[src/rtl/nvcmd_pkg.sv]
package nvcmd_pkg;

    localparam int ADDR_W  = 13;
    localparam int SEQ_LEN = 6;

    // Entry i sits at bits [i*ADDR_W +: ADDR_W]; entry 0 is read first.
    localparam logic [SEQ_LEN*ADDR_W-1:0] STORE_TABLE = {
        13'h0F0F, 13'h10F0, 13'h1FFF, 13'h0AAA, 13'h1555, 13'h0000
    };

    typedef enum logic [1:0] {
        LK_IDLE   = 2'd0,
        LK_STORE  = 2'd1,
        LK_RECALL = 2'd2
    } lock_state_t;

endpackage

[src/rtl/nvcmd_edge.sv]
module nvcmd_edge #(
    parameter int AW = 13
) (
    input  logic          clk,
    input  logic          rst_n,
    input  logic [AW-1:0] addr_in,
    input  logic          ce_n,
    input  logic          we_n,
    output logic [AW-1:0] addr_q,
    output logic          rd_evt,
    output logic          wr_evt
);

    logic ce_d1, ce_d2, we_d1, we_d2;
    logic ce_fall, we_fall;

    always_ff @(posedge clk) begin
        if (!rst_n) begin
            ce_d1  <= 1'b1;
            ce_d2  <= 1'b1;
            we_d1  <= 1'b1;
            we_d2  <= 1'b1;
            addr_q <= '0;
        end else begin
            ce_d1  <= ce_n;
            ce_d2  <= ce_d1;
            we_d1  <= we_n;
            we_d2  <= we_d1;
            addr_q <= addr_in;
        end
    end

    always_comb begin
        ce_fall = ce_d2 & ~ce_d1;
        we_fall = we_d2 & ~we_d1;
        rd_evt  = ce_fall & we_d1;
        wr_evt  = (ce_fall & ~we_d1) | (we_fall & ~ce_d1);
    end

    // an access is never classified as both read and write
    assert_rw_exclusive_R6: assert property (@(posedge clk) disable iff (!rst_n)
        !(rd_evt && wr_evt));

    // a chip enable held low yields no further read step
    assert_held_low_R4: assert property (@(posedge clk) disable iff (!rst_n)
        (!ce_n && !ce_d1) |=> !rd_evt);

endmodule

[src/rtl/nvcmd_track.sv]
module nvcmd_track #(
    parameter int AW  = 13,
    parameter int LEN = 6,
    parameter logic [LEN*AW-1:0] SEQ = '0
) (
    input  logic          clk,
    input  logic          rst_n,
    input  logic          rd_evt,
    input  logic          wr_evt,
    input  logic          hold,
    input  logic [AW-1:0] addr,
    output logic          hit
);

    localparam int STEP_W = $clog2(LEN);
    localparam logic [STEP_W-1:0] LAST = STEP_W'(LEN - 1);

    logic [AW-1:0]     tbl [LEN];
    logic [STEP_W-1:0] step;
    logic [AW-1:0]     want;
    logic              match, go;

    for (genvar i = 0; i < LEN; i++) begin : g_entry
        assign tbl[i] = SEQ[i*AW +: AW];
    end

    always_comb begin
        want  = tbl[step];
        match = (addr == want);
        go    = rd_evt && !hold;
        hit   = go && match && (step == LAST);
    end

    always_ff @(posedge clk) begin
        if (!rst_n) begin
            step <= '0;
        end else if (hold || wr_evt) begin
            step <= '0;
        end else if (go) begin
            if (match && step != LAST) step <= step + 1'b1;
            else                       step <= '0;
        end
    end

    assert_step_range_R5: assert property (@(posedge clk) disable iff (!rst_n)
        step <= LAST);

    assert_mismatch_idle_R5: assert property (@(posedge clk) disable iff (!rst_n)
        (go && !match) |=> step == '0);

    assert_write_idle_R6: assert property (@(posedge clk) disable iff (!rst_n)
        wr_evt |=> step == '0);

    assert_hold_idle_R9: assert property (@(posedge clk) disable iff (!rst_n)
        hold |=> step == '0);

    assert_advance_R10: assert property (@(posedge clk) disable iff (!rst_n)
        (go && match && step != LAST) |=> step == $past(step) + 1'b1);

endmodule

[src/rtl/nvcmd_lock.sv]
module nvcmd_lock
    import nvcmd_pkg::*;
#(
    parameter int STORE_CYC  = 2_000_000,
    parameter int RECALL_CYC = 4_000
) (
    input  logic clk,
    input  logic rst_n,
    input  logic store_hit,
    input  logic recall_hit,
    output logic store_start,
    output logic recall_start,
    output logic io_disable
);

    localparam int MAX_CYC = (STORE_CYC > RECALL_CYC) ? STORE_CYC : RECALL_CYC;
    localparam int CNT_W   = $clog2(MAX_CYC + 1);
    localparam logic [CNT_W-1:0] STORE_LOAD  = CNT_W'(STORE_CYC - 1);
    localparam logic [CNT_W-1:0] RECALL_LOAD = CNT_W'(RECALL_CYC - 1);

    lock_state_t       st, st_d;
    logic [CNT_W-1:0]  cnt;

    // state register
    always_ff @(posedge clk) begin
        if (!rst_n) st <= LK_IDLE;
        else        st <= st_d;
    end

    // next state
    always_comb begin
        st_d = st;
        unique case (st)
            LK_IDLE: begin
                if (store_hit)       st_d = LK_STORE;
                else if (recall_hit) st_d = LK_RECALL;
            end
            LK_STORE, LK_RECALL: begin
                if (cnt == '0) st_d = LK_IDLE;
            end
            default: st_d = LK_IDLE;
        endcase
    end

    // outputs and lockout counter
    always_ff @(posedge clk) begin
        if (!rst_n) begin
            store_start  <= 1'b0;
            recall_start <= 1'b0;
            cnt          <= '0;
        end else begin
            store_start  <= (st == LK_IDLE) && store_hit;
            recall_start <= (st == LK_IDLE) && recall_hit && !store_hit;
            unique case (st)
                LK_IDLE: begin
                    if (store_hit)       cnt <= STORE_LOAD;
                    else if (recall_hit) cnt <= RECALL_LOAD;
                end
                default: begin
                    if (cnt != '0) cnt <= cnt - 1'b1;
                end
            endcase
        end
    end

    assign io_disable = (st != LK_IDLE);

    assert_single_cmd_R11: assert property (@(posedge clk) disable iff (!rst_n)
        $onehot0({store_start, recall_start}));

    assert_store_pulse_R2: assert property (@(posedge clk) disable iff (!rst_n)
        store_start |=> !store_start);

    assert_recall_pulse_R3: assert property (@(posedge clk) disable iff (!rst_n)
        recall_start |=> !recall_start);

    assert_start_locks_R8: assert property (@(posedge clk) disable iff (!rst_n)
        (store_start || recall_start) |-> io_disable);

    assert_lock_holds_R8: assert property (@(posedge clk) disable iff (!rst_n)
        (io_disable && cnt != '0) |=> io_disable);

endmodule

[src/rtl/nvcmd_seq_detect.sv]
module nvcmd_seq_detect
    import nvcmd_pkg::*;
#(
    parameter int STORE_LOCK_CYC  = 2_000_000,
    parameter int RECALL_LOCK_CYC = 4_000,
    parameter logic [ADDR_W-1:0] RECALL_A2 = 13'h0E38,
    parameter logic [ADDR_W-1:0] RECALL_A3 = 13'h11C7,
    parameter logic [ADDR_W-1:0] RECALL_A4 = 13'h0C63,
    parameter logic [ADDR_W-1:0] RECALL_A5 = 13'h139C
) (
    input  logic              clk,
    input  logic              rst_n,
    input  logic [ADDR_W-1:0] cmd_addr,
    input  logic              ce_n,
    input  logic              we_n,
    output logic              store_start,
    output logic              recall_start,
    output logic              io_disable
);

    localparam int NSEQ = 2;
    localparam logic [SEQ_LEN*ADDR_W-1:0] RECALL_TABLE = {
        RECALL_A5, RECALL_A4, RECALL_A3, RECALL_A2, STORE_TABLE[2*ADDR_W-1:0]
    };
    // index 0: store, index 1: recall
    localparam logic [NSEQ-1:0][SEQ_LEN*ADDR_W-1:0] TABLES = {RECALL_TABLE, STORE_TABLE};

    logic [ADDR_W-1:0] addr_q;
    logic              rd_evt, wr_evt;
    logic [NSEQ-1:0]   hits;

    nvcmd_edge #(.AW(ADDR_W)) u_edge (
        .clk     (clk),
        .rst_n   (rst_n),
        .addr_in (cmd_addr),
        .ce_n    (ce_n),
        .we_n    (we_n),
        .addr_q  (addr_q),
        .rd_evt  (rd_evt),
        .wr_evt  (wr_evt)
    );

    for (genvar g = 0; g < NSEQ; g++) begin : g_trk
        nvcmd_track #(
            .AW  (ADDR_W),
            .LEN (SEQ_LEN),
            .SEQ (TABLES[g])
        ) u_trk (
            .clk    (clk),
            .rst_n  (rst_n),
            .rd_evt (rd_evt),
            .wr_evt (wr_evt),
            .hold   (io_disable),
            .addr   (addr_q),
            .hit    (hits[g])
        );
    end

    nvcmd_lock #(
        .STORE_CYC  (STORE_LOCK_CYC),
        .RECALL_CYC (RECALL_LOCK_CYC)
    ) u_lock (
        .clk          (clk),
        .rst_n        (rst_n),
        .store_hit    (hits[0]),
        .recall_hit   (hits[1]),
        .store_start  (store_start),
        .recall_start (recall_start),
        .io_disable   (io_disable)
    );

    assert_busy_ignores_R9: assert property (@(posedge clk) disable iff (!rst_n)
        io_disable |-> (hits == '0));

    assert_write_no_cmd_R6: assert property (@(posedge clk) disable iff (!rst_n)
        wr_evt |=> !(store_start || recall_start));

endmodule

[config.mk]
export PLATFORM = sky130hd
export DESIGN_NAME = nvcmd_seq_detect
export DESIGN_NICKNAME = d
export VERILOG_FILES = /design/src/rtl/nvcmd_pkg.sv /design/src/rtl/nvcmd_edge.sv /design/src/rtl/nvcmd_track.sv /design/src/rtl/nvcmd_lock.sv /design/src/rtl/nvcmd_seq_detect.sv
export SDC_FILE = /design/constraint.sdc
export NUM_CORES = 1
export LEC_CHECK = 0
export ABC_AREA = 1
export BUFFER_PORTS_ARGS = -buffer_cell sky130_fd_sc_hd__buf_2
export CORE_MARGIN = 5
export CORE_UTILIZATION = 49
export CTS_CLUSTER_SIZE = 20
export DETAILED_ROUTE_END_ITERATION = 7
export HOLD_SLACK_MARGIN = 0.03
export PLACE_DENSITY = 0.67
export SYNTH_ARGS = -nofsm -noshare
export SYNTH_HDL_FRONTEND = slang
export SYNTH_SLANG_ARGS = --single-unit
[constraint.sdc]
create_clock -name clk -period 2.7 [get_ports clk]
set_input_delay 0.405 -clock clk [delete_from_list [all_inputs] [get_ports clk]]
set_output_delay 0.405 -clock clk [all_outputs]
set_load 0.01 [all_outputs]
* Yosys cells after proc, flatten, opt, wreduce, memory -nomap -nowiden
Memory sizes are Yosys's and may differ from the RTL's.
Cells that the tools add are included.
** Cells by class
- Bitwise gates (word level) :: 11
- Add/sub/neg operators :: 3
- Reductions and logical operators :: 22
- Order comparisons :: 2
- Mux-type cells :: 14
- Equal/unequal tests :: 10
** Operators by type and width (count)
- two-way mux 21 bit :: 4
- two-way mux 13 bit :: 4
- equality test 13 bit :: 2
- zero test 21 bit :: 1
- nonzero test 21 bit :: 1
- subtractor 21 x 1 -> 21 bit (second input constant) :: 1
- logical AND 1 bit :: 10
- >= comparator 4 bit (second input constant) :: 2
- inverter 3 -> 4 bit :: 2
- adder 3 x 1 -> 3 bit (second input constant) :: 2
- equality test 3 bit (second input constant) :: 2
- two-way mux 2 bit :: 3
- two-way mux 3 bit :: 2
- inequality test 3 bit (second input constant) :: 2
- bitwise AND 1 bit :: 5
- one-hot mux 2 bit (2 select lines) :: 1
- AND reduction 2 bit :: 2
- nonzero test 2 bit :: 2
- OR reduction 2 bit :: 2
- inequality test 3 x 1 -> 1 bit (second input constant) :: 1
- inverter 1 bit :: 3
- equality test 2 x 1 -> 1 bit (second input constant) :: 1
- equality test 2 bit (second input constant) :: 1
- zero test 1 bit :: 2
- 4 further kinds :: 4
** Word-level totals
- ROM bits :: 208
- Logic and storage cells :: 75
- Register bits :: 48
- Memories :: 2
- Output and inout port bits :: 3
** Memories
- (name not given) :: words 8, bits a word 13, read ports 1, clocked after memory_dff 0, wr ports 0, line nvcmd_track.sv:28 : want = tbl[step];
- (name not given) :: words 8, bits a word 13, read ports 1, clocked after memory_dff 0, wr ports 0, line nvcmd_track.sv:28

* Logic depth before layout (Yosys ltp)
- Word-level depth :: 10
- Depth in mapped cells :: 16

* Modules after synthesis
Synthesis repeated with hierarchy kept, for this count alone.
** Second synthesis, totals
- Cells, all modules :: 506
- Area, all modules :: 3125.5 µm²
** By module, submodules not included
- nvcmd_lock :: seq. area each 500.5 µm², area each 1701.6 µm², cells an instance 280, times used 1
- nvcmd_edge :: seq. area each 340.3 µm², area each 533.0 µm², cells an instance 58, times used 1
- nvcmd_track (g_trk[1].u_trk) :: seq. area each 60.1 µm², area each 501.7 µm², cells an instance 91, times used 1
- nvcmd_track (g_trk[0].u_trk) :: seq. area each 60.1 µm², area each 389.1 µm², cells an instance 77, times used 1

* Worst setup path before layout
Ideal clock, no wire load.
- Path kind :: reg2reg
- Start point :: register g_trk[1].u_trk.step[0]
- End point :: register u_lock.cnt[13]
- Library setup time :: 115 ps
- Arrival time :: 1780 ps
- Stages on the path, launching flop included :: 14
- Clock period less this slack :: 1895 ps
- Path slack :: 805 ps
- Path buffers :: 1
- Path through :: dfxtp_1 -> inv_2 -> ha_1 -> nand2_2 -> nand2_1 -> xor2_1 -> nand2_1 -> nor2_2 -> nand3_2 -> nand2_4 -> buf_6 -> nand3_1 -> nand2_1 -> nor2_1
** On the way
- Word-level cells in the longest chain between the ends :: 9
- Elaborated cells between the ends (all ways) :: 10
- Those cells by class :: eq/ne: 3; mux: 2; bitwise: 1; reduce/logical: 3; memory: 1
** RTL lines
- start: declaration :: line nvcmd_track.sv:19 : logic [STEP_W-1:0] step;
- start signal: assignment :: line nvcmd_track.sv:40 : if (match && step != LAST) step <= step + 1'b1;
- inverter 3 -> 4 bit (not written as such) :: line nvcmd_track.sv:28
- memory read (8 x 13 bit)
- two-way mux 13 bit (not written as such) (2 in a row) :: line nvcmd_track.sv:28
- equality test 13 bit :: line nvcmd_track.sv:29 : match = (addr == want);
- logical AND 1 bit :: line nvcmd_track.sv:31 : hit = go && match && (step == LAST);
- logical AND 1 bit (*) :: line nvcmd_track.sv:31
- inequality test 3 x 1 -> 1 bit (no line) (*)
- AND reduction 2 bit (no line) (*)
- end signal: assignment :: line nvcmd_lock.sv:60 : if (cnt != '0) cnt <= cnt - 1'b1;
- end: declaration :: line nvcmd_lock.sv:22 : logic [CNT_W-1:0] cnt;
Mark *: on every way between the ends. The rest lies on a longest branch, timed or not. The select of a mux whose other input is x is not followed.
A chain may end at the register's enable or synchronous reset.

* Worst setup path in the final report
- Start point :: register g_trk[1].u_trk.step[0]
- End point :: register u_lock.cnt[15]
Same word-level chain as after synthesis.

==> results.tsv <==
stage	metric	value	unit
status	status	finished clean	
final_layout	instances_no_fill	570	
drt	remaining_drc_errors	0	
logic_synthesis	syn_avg_cell_area	6.30	µm²
sta	max_freq	442	MHz
clocking	cts.sinks	48	
logic_synthesis	synthArstFlopShare	0	%
sta	fin_crit	2.26	ns
drt	ant_nets	0	
final_layout	final_cell_mix	136 x nand2_1, 75 x nor2_1, 48 x inv_1, 48 x dfxtp_1, 38 x nand3_1	
place	placed_area	3150	µm²
worst_setup_path	cp.required	2.94	ns
global_route	use_met3	3.07	%
sta	setup_viol	0	
place	placedCellCount	562	
logic_synthesis	yosysWarningCount	0	
place	hpwlAfterDp	5060	µm
pwr	leakagePower	1.66	nW
logic_synthesis	synth_top_area_cell	dfxtp_1	
logic_synthesis	ys_ff_latch	48	
global_route	top_usage_layer	met2	
logic_synthesis	synth_area	3010	µm²
logic_synthesis	synth_top_area_share	31.9	%
global_route	grt_first_pass_wirelength	11900	µm
pwr	peakVddDrop	254	µV
worst_setup_path	path_cells	inv_2 -> ha_1 -> nand2_2 -> nand2_1 -> xor2_1 -> nand2_1 -> nor2_2 -> nand3_2 -> nand2_4 -> nand2_4 -> nand2_1 -> nand2_1 -> nor2_1	
logic_synthesis	synthTopCellsByArea	dfxtp_1 32%, nand2_1 17%, nor2_1 9.3%, nand3_1 6.3%, inv_1 6.0%	
sta	tightest_slew	0.408	ns
floorplanning	die_w	88.4	µm
worst_setup_path	cpPeakStageDelay	0.45	ns
worst_setup_path	start_kind	flop	
clocking	post_cts_resized	0	
global_route	grt_max_degree	40	
final_layout	layout_commonest_cell	nand2_1	
clocking	clkTransAtPathRegs	0.09	ns
global_route	antenna_found_initial	0	
place	gp_congestion	0.885	
floorplanning	num_rows	28	
final_layout	area_delta_synth_final	7.69	%
clocking	max-clock-path-buffers	2	
sta	skew	0.00443	ns
sta	fin_tns_setup	0	ns
final_layout	design_area	3240	µm²
flow_run	drv_cap	0	
drt	firstDrtPassIters	4	
sta	layout_setup_ws	0.435	ns
global_route	grtUsageMet1	23.6	%
logic_synthesis	synth.distinct_cells	34	
clocking	cts_tree	done	
worst_setup_path	crit_fanout	31	
sta	slew_headroom	72.8	%
drt	num_vias	2836	
logic_synthesis	syn-num-nets	503	
global_route	grt_pass1_vias	2683	
drt	routed_wl	6700	µm
clocking	cts-hold-fix-buffers	0	
worst_setup_path	crit_arrival	2.51	ns
drt	routedWlPerCell	11.7	µm
clocking	cts_buffers	5	
clocking	clk_latency	0.30	ns
drt	drt_iter0_drc	97	
floorplanning	fp.coreArea	5960	µm²
logic_synthesis	synth_cells	478	
pwr	total_power	1.29	mW
sta	finalCritPeriodShare	83.9	%
drt	vias_per_cell	4.98	
final_layout	nets	519	
logic_synthesis	synth-seq-area-share	31.9	%
floorplanning	die_y	88.4	µm
final_layout	drive_gt1_share	11.7	%
pwr	p_per_area	398	nW/µm²
clocking	h-tree-depth	2	
sta	finalHoldViolCount	0	
sta	rsz0062_at_grt	false	
place	io_buffers	19	
global_route	grt_use_total	18.7	%
worst_setup_path	crit_path_end_kind	flop	
sta	slew_viol_final	0	
worst_setup_path	slowest_stage	dfxtp_1	
floorplanning	io_pins	20	
clocking	cts-root-buf	clkbuf_8	
hold_path	min_path_type	in2reg	
floorplanning	initial_core_util	50.6	%
global_route	grt-ovfl-total	0	
place	pre_cts_ws	0.451	ns
logic_synthesis	synth_ff_type	dfxtp_1	
clocking	post_cts_buffers	0	
final_layout	n_antenna_cell	0	
global_route	grtUsageMet2	32.0	%
logic_synthesis	synth-edff-count	0	
worst_setup_path	path_common_cell	nand2_1	
floorplanning	dieArea	7810	µm²
worst_setup_path	path_class	reg2reg	
-- stage by stage --
step	utilization, %	hold WS (ns)
after detailed placement	52.8	0.441
after floorplan	-	0.414
final	54.5	0.284
after global placement	52.8	0.429
after global routing	54.5	0.284
after CTS	54.5	0.277
-- path summary, 6_finish.rpt --
kind,from,to,slack [ns],cells past startpoint
setup / recovery,g_trk[1].u_trk.step[0]$_SDFFE_PP0P_,u_lock.cnt[15]$_SDFFE_PN0P_,0.44,13
hold / removal,cmd_addr[0],u_edge.addr_q[0]$_SDFF_PN0_,0.28,3
setup reg to reg,g_trk[1].u_trk.step[0]$_SDFFE_PP0P_,u_lock.cnt[15]$_SDFFE_PN0P_,0.44,13
hold reg to reg,u_edge.ce_d1$_SDFF_PN1_,u_edge.ce_d2$_SDFF_PN1_,0.45,2
-- flip-flops by register name, summed over array words and instances, names as in the netlist, 2 cells and up --
name	flops
g_trk.u_trk.step	6
u_edge.addr_q	13
u_lock.cnt	21
u_lock.st	2
-- area by class of cell --
cell class                      instances  area [µm²]
Clock inverter                          2        15.0
Multi-Input combinational cell        363        1760
Sequential cell                        48         961
Fill cell                             613        2710
Inverter                               52         195
Timing Repair Buffer                   24         133
Clock buffer                            6        82.6
Tap cell                               75        93.8
-- where the power goes --
| group | internal [mW] | total [mW] | switching (mW) | leakage (nW) |
|---|---|---|---|---|
| Combinational | 0.0402 | 0.101 | 0.0606 | 1.23 |
| Clock | 0.208 | 0.451 | 0.243 | 0.0434 |
| Sequential | 0.722 | 0.738 | 0.0159 | 0.391 |
| Total | 0.970 | 1.29 | 0.319 | 1.66 |
-- synth_stat cells (all sizes together), types with 2 or more instances --
cell,instances
a21oi,34
buf,10
clkbuf,5
dfxtp,48
ha,8
inv,52
nand2,145
nand3,41
nand3b,12
nand4,10
nor2,77
nor3,6
o21ai,11
o21bai,2
or2,4
xor2,7
-- kinds of logic (layout without fill, tap and decap cells) --
family          Yosys count  in the layout  synth area share, %
xor+xnor                  7              7                 2.04
buf+inv                  67             84                 9.56
fa+ha+maj                 8              8                 3.32
flops                    48             48                 31.9
compound gates           51             51                 9.39
simple gates            297            297                 43.8
-- layer usage --
| layer | wire length [µm] | up-vias |
|---|---|---|
| met5 | 0 | - |
| met4 | 148 | 0 |
| met3 | 122 | 15 |
| met2 | 3280 | 20 |
| met1 | 3140 | 1254 |
| li1 | - | 1547 |
-- critical path: cells and delay by family, from the launching register on --
family / cells / cell delay (ns)
xor gates and xnor gates: 1 / 0.18
buffers and inverters: 1 / 0.10
DFF: 1 / 0.45
and+or+nand+nor: 10 / 1.15
adders and majority gates: 1 / 0.32
(Power assumes the default switching activity.)
